### src/rtl/duo_alu_pkg.sv
package duo_alu_pkg;
   typedef enum logic [3:0] {
      OP_ADD = 4'd0,
      OP_ADC = 4'd1,
      OP_SUB = 4'd2,
      OP_SBC = 4'd3,
      OP_AND = 4'd4,
      OP_OR  = 4'd5,
      OP_XOR = 4'd6,
      OP_MOV = 4'd7,
      OP_SXB = 4'd8
   } alu_op_e;

   localparam int FLAG_W = 4;
   localparam int FL_C   = 0;
   localparam int FL_Z   = 1;
   localparam int FL_V   = 2;
   localparam int FL_N   = 3;
endpackage

### src/rtl/duo_lane_adder.sv
module duo_lane_adder #(
   parameter int W = 8
) (
   input  logic [W-1:0] a,
   input  logic [W-1:0] b,
   input  logic         cin,
   output logic [W-1:0] sum,
   output logic         cout,
   output logic         ovf
);
   logic [W:0] wide;

   always_comb begin
      wide = {1'b0, a} + {1'b0, b} + {{W{1'b0}}, cin};
      sum  = wide[W-1:0];
      cout = wide[W];
      ovf  = (a[W-1] == b[W-1]) && (wide[W-1] != a[W-1]);
   end
endmodule

### src/rtl/duo_logic_unit.sv
module duo_logic_unit
   import duo_alu_pkg::*;
#(
   parameter int W = 16
) (
   input  logic [W-1:0] a,
   input  logic [W-1:0] b,
   input  logic [3:0]   op,
   output logic [W-1:0] y
);
   always_comb begin
      case (op)
         OP_AND:  y = a & b;
         OP_OR:   y = a | b;
         OP_XOR:  y = a ^ b;
         default: y = b;
      endcase
   end
endmodule

### src/rtl/duo_flag_reg.sv
module duo_flag_reg #(
   parameter int          W       = 4,
   parameter logic [W-1:0] RST_VAL = '0
) (
   input  logic         clk,
   input  logic         rst_n,
   input  logic         we,
   input  logic [W-1:0] d,
   output logic [W-1:0] q
);
   always_ff @(posedge clk or negedge rst_n) begin
      if (!rst_n)  q <= RST_VAL;
      else if (we) q <= d;
   end
endmodule

### src/rtl/duo_width_alu.sv
module duo_width_alu
   import duo_alu_pkg::*;
#(
   parameter int               DATA_W    = 16,
   parameter logic [FLAG_W-1:0] FLAG_RST = '0
) (
   input  logic              clk,
   input  logic              rst_n,
   input  logic [DATA_W-1:0] opnd_a,
   input  logic [DATA_W-1:0] opnd_b,
   input  logic [3:0]        op_sel,
   input  logic              byte_mode,
   input  logic              carry_in,
   input  logic              flag_we,
   output logic [DATA_W-1:0] result,
   output logic [FLAG_W-1:0] flags
);
   localparam int LANE_W = DATA_W / 2;
   localparam int NLANES = 2;

   generate
      if ((DATA_W % 2) != 0 || DATA_W < 4) begin : g_bad_width
         $error("duo_width_alu: DATA_W must be even and at least 4");
      end
   endgenerate

   logic              op_valid, is_arith, is_sub, is_sxb, narrow;
   logic              lane0_cin;
   logic [DATA_W-1:0] b_eff, arith_y, logic_y, sxb_y, core_y;
   logic [NLANES-1:0] lane_cout, lane_ovf;
   logic              c_sel, v_sel;
   logic [FLAG_W-1:0] flags_nxt;

   always_comb begin
      op_valid = (op_sel <= OP_SXB);
      is_arith = (op_sel == OP_ADD) || (op_sel == OP_ADC) ||
                 (op_sel == OP_SUB) || (op_sel == OP_SBC);
      is_sub   = (op_sel == OP_SUB) || (op_sel == OP_SBC);
      is_sxb   = (op_sel == OP_SXB);
      narrow   = byte_mode && !is_sxb;
      b_eff    = is_sub ? ~opnd_b : opnd_b;
      case (op_sel)
         OP_ADC:  lane0_cin = carry_in;
         OP_SUB:  lane0_cin = 1'b1;
         OP_SBC:  lane0_cin = ~carry_in;
         default: lane0_cin = 1'b0;
      endcase
   end

   // Two chained lanes; the high lane is only meaningful in word mode.
   generate
      for (genvar g = 0; g < NLANES; g++) begin : g_lane
         logic lane_ci;
         if (g == 0) begin : g_first
            assign lane_ci = lane0_cin;
         end else begin : g_chain
            assign lane_ci = lane_cout[g-1];
         end
         duo_lane_adder #(.W(LANE_W)) u_add (
            .a    (opnd_a[g*LANE_W +: LANE_W]),
            .b    (b_eff[g*LANE_W +: LANE_W]),
            .cin  (lane_ci),
            .sum  (arith_y[g*LANE_W +: LANE_W]),
            .cout (lane_cout[g]),
            .ovf  (lane_ovf[g])
         );
      end
   endgenerate

   duo_logic_unit #(.W(DATA_W)) u_logic (
      .a  (opnd_a),
      .b  (opnd_b),
      .op (op_sel),
      .y  (logic_y)
   );

   always_comb begin
      sxb_y  = {{(DATA_W-LANE_W){opnd_a[LANE_W-1]}}, opnd_a[LANE_W-1:0]};
      core_y = is_arith ? arith_y : logic_y;
      if (!op_valid)   result = opnd_a;
      else if (is_sxb) result = sxb_y;
      else if (narrow) result = {opnd_a[DATA_W-1:LANE_W], core_y[LANE_W-1:0]};
      else             result = core_y;
   end

   always_comb begin
      c_sel = narrow ? lane_cout[0] : lane_cout[NLANES-1];
      v_sel = narrow ? lane_ovf[0]  : lane_ovf[NLANES-1];
      flags_nxt[FL_N] = narrow ? result[LANE_W-1] : result[DATA_W-1];
      flags_nxt[FL_Z] = narrow ? (result[LANE_W-1:0] == '0) : (result == '0);
      flags_nxt[FL_C] = is_arith ? (c_sel ^ is_sub) : flags[FL_C];
      flags_nxt[FL_V] = is_arith ? v_sel : 1'b0;
   end

   duo_flag_reg #(.W(FLAG_W), .RST_VAL(FLAG_RST)) u_flags (
      .clk   (clk),
      .rst_n (rst_n),
      .we    (flag_we && op_valid),
      .d     (flags_nxt),
      .q     (flags)
   );
endmodule

### config.mk
export PLATFORM = sky130hd
export DESIGN_NAME = duo_width_alu
export DESIGN_NICKNAME = d
export VERILOG_FILES = /design/src/rtl/duo_alu_pkg.sv /design/src/rtl/duo_lane_adder.sv /design/src/rtl/duo_logic_unit.sv /design/src/rtl/duo_flag_reg.sv /design/src/rtl/duo_width_alu.sv
export SDC_FILE = /design/constraint.sdc
export NUM_CORES = 1
export LEC_CHECK = 0
export ABC_AREA = 1
export BUFFER_PORTS_ARGS = -buffer_cell sky130_fd_sc_hd__buf_4
export CAP_MARGIN = 20
export CORE_ASPECT_RATIO = 0.6
export CORE_MARGIN = 2
export CORE_UTILIZATION = 45
export CTS_BUF_LIST = sky130_fd_sc_hd__clkbuf_16
export DETAILED_ROUTE_END_ITERATION = 7
export PLACE_DENSITY = 0.67
export REMOVE_ABC_BUFFERS = 1
export SYNTH_ARGS = -nofsm -noshare
export SYNTH_HDL_FRONTEND = slang
export SYNTH_SLANG_ARGS = --single-unit
### constraint.sdc
create_clock -name clk -period 4.4 [get_ports clk]
set_input_delay 0.22 -clock clk [delete_from_list [all_inputs] [get_ports clk]]
set_output_delay 0.22 -clock clk [all_outputs]
set_load 0.02 [all_outputs]
==> metrics.cfg, run 1 <==
[hold_path]
hold_path_class = in -> async

[clock_network]
hold_buffers = 1
clk_latency_ns = 0.22
numClockSinks = 4
cts_setup_buffers = 0
cts_resized = 0
cts_tree = built
root_buffer = clkbuf_16
cts_buffers = 3
path_clk_slew_ns = 0.03
clockBufferDepth = 2
htree_num_levels = 1

[global_routing]
grt_overflow_total = 0
track_usage_pct = 27.36
antenna_found_initial = 0
grt_pass1_wl_um = 14740
grt_pass1_vias = 2887
grt_start_max_net_pins = 16

[route]
num_vias = 3258
wire_per_inst_um = 14.96
wl_um = 9048
drc_errors = 0
vias_per_cell = 5.385
drtPass1Iterations = 5
ant_nets = 0
drt_iter0_markers = 253

[final_layout]
final_common_cell = nand2_1
fin_util_pct = 58.47
antenna_cells = 0
fillers = 594
largest_reg_flops = 4
multiInputGateArea_um2 = 2226
largestRegisters = u_flags.q: 4 flops
drive_gt1_share_pct = 16.57
area_growth_pct = 23.06
top_register = u_flags.q
register_area_um2 = 100.1
fin_nets = 618
final_cell_mix = nand2_1 (125), inv_1 (76), buf_4 (67)

[timing]
worst_slew_pin_slew_ns = 0.7922
finalSetupTns_ns = 0
min_period_ns = 3.916
rsz0062_at_grt = false
slew_viol_final = 0
maxSlewHeadroom_pct = 46.84
fin_crit_sh_pct = 89.01
timing.fmax_mhz = 255.3
finalHoldViolCount = 0
fin_skew_ns = 0
setup_violations = 0

[placement]
dp_hpwl_um = 7115
routabilityCongestion = 0.9164
portBuffers = 60

[yosys]
postSynthCellCount = 464
netlist_area_um2 = 2696
synth_async_sr_flop_share_pct = 100.0
yosysTopAreaCell = ha_1
ys_top_cells_by_area = ha_1 (21%), nand2_1 (17%), inv_1 (11%)
synth-seq-cells = 4
synth_edf_count = 0
ys_seq_area_share_pct = 3.712
syn_avg_cell_area_um2 = 5.811
ys.flop_type = dfrtp_1
ys_warn_count = 0
yosysTopAreaCellShare_pct = 21.35
ys_types = 37

[power_and_ir_drop]
power_frac_comb_pct = 68.8
p_switching_uw = 281.3
p_leak_nw = 1.872
peakVddDrop_mv = 0.1748
pwr-share-seq_pct = 7.6
p_int_uw = 316.5
switching_share_pct = 47.05
power.share.clock_pct = 23.6
p_per_area_nw_per_um2 = 180.1

[critical_path]
cp_common_cell = nand2_1
crit_family = simple AND/OR/NAND/NOR gates
start_kind = primary input
cp.buffers_inverters = 3
cpPeakStageDelay_ns = 0.41
crit_type = in -> out
required_ns = 4.18
crit_path_top_delay_cell = fa_1
critPathCaptureType = output pin
crit_chain = buf_4 > nor2_2 > nand2_1 > xor2_1 > fa_1 > inv_1 > fa_1 > nand3_1 > nand2_1 > nand2_1 > nand2_1 > fa_1 > fa_1 > nand2_1 > nand2_1 > nand3_1 > nand2_1 > nand2_1 > nand3_1 > nand3_1 > nand2_1 > nand2_1 > buf_4
worstPathArrival_ns = 3.70
crit_fanout = 8

[floorplan]
initial_core_util_pct = 47.51
io_pins = 61
row_count = 21
dieArea_um2 = 6647
die_h_um = 63.96
die_w_um = 103.9
coreArea_um2 = 5675

[flow_run]
max_cap_viol_count = 0

[outcome]
status = completed

[power by group through the flow]
| stage | Clock, mW | Combinational, mW | Sequential (mW) |
|---|---|---|---|
| 2_1_floorplan | 0 | 0.247 | 0.0505 |
| 3_3_place_gp | 0 | 0.397 | 0.0448 |
| 6_report | 0.141 | 0.411 | 0.0452 |
| 5_1_grt | 0.147 | 0.458 | 0.0453 |
| 4_1_cts | 0.142 | 0.403 | 0.0448 |
| 3_5_place_dp | 0 | 0.400 | 0.0450 |
[final timing paths]
| path | from | endpoint | slack [ns] | depth (start not counted) |
|---|---|---|---|---|
| min in group clk | flag_we | u_flags.q[2]$_DFFE_PN0P_ | 0.35 | 4 |
| max | op_sel[2] | result[14] | 0.48 | 23 |
| max reg2reg | u_flags.q[0]$_DFFE_PN0P_ | u_flags.q[0]$_DFFE_PN0P_ | 3.71 | 2 |
| min | rst_n | u_flags.q[3]$_DFFE_PN0P_ | 0.35 | 2 |
| max in group asynchronous | rst_n | u_flags.q[0]$_DFFE_PN0P_ | 3.95 | 2 |
| min reg2reg | u_flags.q[2]$_DFFE_PN0P_ | u_flags.q[2]$_DFFE_PN0P_ | 0.49 | 2 |
[routing by layer]
metal | part of all wire (%) | track usage (%) | up-vias
li1 | - | - | 1617
met1 | 50 | 42.85 | 1459
met2 | 39 | 39.56 | 173
met3 | 10 | 5.510 | 9
met4 | 0.65 | 1.520 | 0
met5 | 0 | 0 | -
[through the flow]
stage / power, mW / area [um^2] / hold slack, ns / instances / setup slack (ns)
after CTS: 0.5902 / 3311 / 0.3371 / 604 / 0.5510
after floorplan: 0.2970 / 2630 / -0.07559 / 454 / 0.1755
after global routing: 0.6502 / 3318 / 0.3617 / 605 / 0.1149
after detailed placement: 0.4449 / 3226 / 0.02135 / 600 / 0.4987
final: 0.5977 / 3318 / 0.3505 / 605 / 0.4836
after global placement: 0.4415 / 3226 / 0.02059 / 600 / 0.6852
[kinds of logic (layout without fill, tap and decap cells)]
family	after synthesis	in the layout	share of synthesized area, %
AOI/OAI and AO/OA	91	91	18.47
xor gates and xnor gates	17	17	5.522
adders and majority gates	50	50	24.32
buffers and inverters	90	151	13.73
DFF	4	4	3.712
and+or+nand+nor	212	212	34.25
[synthesized netlist by cell type (2+ instances only)]
master,count
or2_2,4
buf_2,5
nor2_4,2
ha_1,46
nand2_2,3
inv_2,2
inv_1,76
nand2_1,125
nor3_1,3
o211ai_1,5
fa_1,4
xor2_1,17
nor2_1,28
o21bai_1,2
nand3b_1,4
a21o_1,2
buf_6,3
nand3_1,37
o21ai_1,5
a211oi_1,2
dfrtp_1,4
o21ai_0,26
a31oi_1,3
nor2_2,2
a21oi_1,42
[worst reg2reg max path, cell delays in order, from the launching register on]
cell     delay (ns)
dfrtp_1        0.39
o21ai_0        0.08
o21ai_0        0.10
[layout make-up]
type | instances | area share (%)
multi-input combinational | 370 | 67.08
clock buffer | 3 | 2.262
sequential | 4 | 3.017
inverter | 80 | 9.163
tap | 80 | 3.017
timing repair buffer | 68 | 15.46
Note: power is estimated with default switching activity, not from simulation.
==> run 2: changes to the inputs <==
Settings changed: SYNTH_HIERARCHICAL set to 1.
==> run 2 against run 1 <==
  * Wire length down 8.3%
  * Setup slack worse by 0.030 ns
  * First-iteration DRC count grew 0.40%
  * Critical path depth is 1 lower
  * Combinational power grew 5.4%
  * Clock power about the same
  * Largest power group unchanged
==> metrics.cfg, run 2 <==
[route]
drt_iter0_markers = 254  ; +0.40%
wl_um = 8301  ; -8.3%
vias_per_cell = 5.191  ; -3.6%
ant_nets = 0  ; unchanged
drc_errors = 0  ; unchanged
num_vias = 3130  ; -3.9%
wire_per_inst_um = 13.77  ; -8.0%
drtPass1Iterations = 5  ; unchanged

[timing]
fin_crit_sh_pct = 89.68  ; +0.68 points
min_period_ns = 3.946  ; +0.02970 ns
whs_ns = 0.3398  ; -0.01070 ns
worst_slew_pin_slew_ns = 0.8925  ; +0.1003 ns
fin_skew_ns = 0  ; unchanged
timing.fmax_mhz = 253.4  ; -0.75%
rsz0062_at_grt = false
finalSetupTns_ns = 0  ; unchanged
finalHoldViolCount = 0  ; unchanged
maxSlewHeadroom_pct = 40.44  ; -6.4 points
slew_viol_final = 0  ; unchanged
setup_violations = 0  ; unchanged

[final_layout]
antenna_cells = 0  ; unchanged
drive_gt1_share_pct = 19.46  ; +2.9 points
fin_nets = 612  ; -0.97%
final_cell_mix = nand2_1 (120), buf_4 (64), inv_1 (63)
final_common_cell = nand2_1
fillers = 619  ; +4.2%
largestRegisters = u_flags/q: 4 flops
area_growth_pct = 19.87
fin_util_pct = 55.71  ; -2.8 points
top_register = u_flags/q
largest_reg_flops = 4  ; unchanged

[floorplan]
coreArea_um2 = 6111  ; +7.7%
initial_core_util_pct = 46.48  ; -1.0 points
die_h_um = 65.54  ; +2.5%
io_pins = 61  ; unchanged
dieArea_um2 = 6984  ; +5.1%
row_count = 22  ; +4.8%
die_w_um = 106.6  ; +2.5%

[global_routing]
antenna_found_initial = 0  ; unchanged
grt_start_max_net_pins = 28  ; +12
track_usage_pct = 24.20  ; -3.2 points
grt_pass1_wl_um = 13590  ; -7.8%
grt_pass1_vias = 2749  ; -4.8%
grt_overflow_total = 0  ; unchanged

[critical_path]
cp_common_cell = nand2_1
timing.rr.end = u_flags/q[0]$_DFFE_PN0P_
worstReg2RegStart = u_flags/q[0]$_DFFE_PN0P_
crit_path_top_delay_cell = fa_1
cpPeakStageDelay_ns = 0.44  ; +0.03 ns
crit_type = in -> out
crit_start = op_sel[3]
worst_r2r_path_depth = 4  ; +2
start_kind = primary input
cp.buffers_inverters = 2  ; -1
r2r_slack_ns = 3.59  ; -0.12 ns
crit_chain = buf_4 > nor2_4 > nand2_2 > xnor2_1 > fa_1 > fa_2 > nand3_1 > nand2_1 > nand4_1 > nand3_1 > fa_2 > fa_1 > nand3_1 > nand2_1 > nand2_1 > a21o_1 > nand2_1 > nand2_1 > nand3_1 > nand2_1 > nand2_1 > buf_4
worstPathArrival_ns = 3.73  ; +0.03 ns
crit_fanout = 13  ; +5
critPathCaptureType = output pin
required_ns = 4.18  ; about the same
crit_family = adder cells

[clock_network]
cts_buffers = 3  ; unchanged
clk_latency_ns = 0.22  ; about the same
cts_tree = built
path_clk_slew_ns = 0.03  ; about the same
htree_num_levels = 1  ; unchanged
clockBufferDepth = 2  ; unchanged
cts_setup_buffers = 0  ; unchanged
root_buffer = clkbuf_16
numClockSinks = 4  ; unchanged

[yosys]
ys_types = 31  ; -16%
netlist_area_um2 = 2840  ; +5.3%
ys.flop_type = dfrtp_1
synth_common_cells = nand2_1 (120), inv_1 (63), nand3_1 (58)
postSynthCellCount = 466  ; +0.43%
yosysTopAreaCellShare_pct = 20.26  ; -1.1 points
ys_seq_area_share_pct = 3.524  ; -0.19 points
synth_async_sr_flop_share_pct = 100.0  ; unchanged
synth_most_common_cell = nand2_1
yosysTopAreaCell = ha_1
ys_top_cells_by_area = ha_1 (20%), nand2_1 (16%), nand3_1 (10%)
synth_edf_count = 0  ; unchanged
syn_avg_cell_area_um2 = 6.095  ; +4.9%
ys_warn_count = 6  ; +6
synth-seq-cells = 4  ; unchanged

[placement]
routabilityCongestion = 0.9070  ; -1.0%
portBuffers = 60  ; unchanged
dp_hpwl_um = 6376  ; -10%

[power_and_ir_drop]
finalPower_uw = 621.4  ; +4.0%
p_leak_nw = 1.853  ; -1.0%
p_per_area_nw_per_um2 = 182.5  ; +1.3%
peakVddDrop_mv = 0.1863  ; +6.6%

[flow_run]
max_cap_viol_count = 0  ; unchanged

[outcome]
status = completed

[hold_path]
hold_path_class = in -> async

## run 2: cell types whose count changed after synthesis, moves of 13 or more
cell / before / now
xnor2_1: 0 / 18
nand3b_1: 4 / 18
a21oi_1: 42 / 10
inv_1: 76 / 63
nand4_1: 1 / 20
xor2_1: 17 / 4
nand3_1: 37 / 58
## run 2: routing by layer
metal	GRT usage, %	wire length (um)
met1	37.94	4377
met2	36.15	3216
met3	3.175	701
met4	1.461	5
met5	0	0
## run 2: kinds of logic (layout without fill, tap and decap cells)
group           count (synthesis)  after routing  share of synthesized area, %
simple gates                  272            272                         46.21
compound gates                 31             31                         6.079
xor+xnor                       24             24                         7.929
fa+ha+maj                      50             50                         23.08
buf+inv                        85            138                         13.17
flops                           4              4                         3.524
## run 2: how the worst max path moves through the flow
| stage | cells after the start | end |
|---|---|---|
| after floorplan | 23 | u_flags/q[1]$_DFFE_PN0P_ |
| after global placement | 26 | u_flags/q[1]$_DFFE_PN0P_ |
| after detailed placement | 26 | u_flags/q[1]$_DFFE_PN0P_ |
| after CTS | 22 | result[14] |
| after global routing | 26 | u_flags/q[1]$_DFFE_PN0P_ |
| final | 22 | result[14] |
## run 2: layout make-up
type                            count  area [um^2]  area share (%)
Tap cell                           84        105.1           3.087
Inverter                           70        262.8           7.718
Timing Repair Buffer               65        490.5           14.41
Multi-Input combinational cell    377         2371           69.64
Sequential cell                     4        100.1           2.940
Clock buffer                        3        75.07           2.205
## run 2: repair_timing
| action | CTS | global route |
|---|---|---|
| gates resized for setup | 0 | 2 |
| hold endpoints to repair | 4 | 0 |
| hold buffers | 1 | 0 |
| setup endpoints to repair | 0 | 2 |
## run 2: per-stage QoR
stage,setup WS (ns),instances,instance area (um^2)
final,0.4539,603,3405
after global routing,0.05792,603,3405
after CTS,0.3483,603,3400
after detailed placement,0.1984,599,3314
after global placement,0.3464,599,3314
after floorplan,0.3282,451,2729
## run 2: power by group
group	total [mW]	switching [mW]	internal, mW	leakage [nW]
sequential	0.0450	0.00343	0.0416	0.0531
combinational	0.433	0.260	0.173	1.76
clock	0.144	0.0274	0.116	0.0370
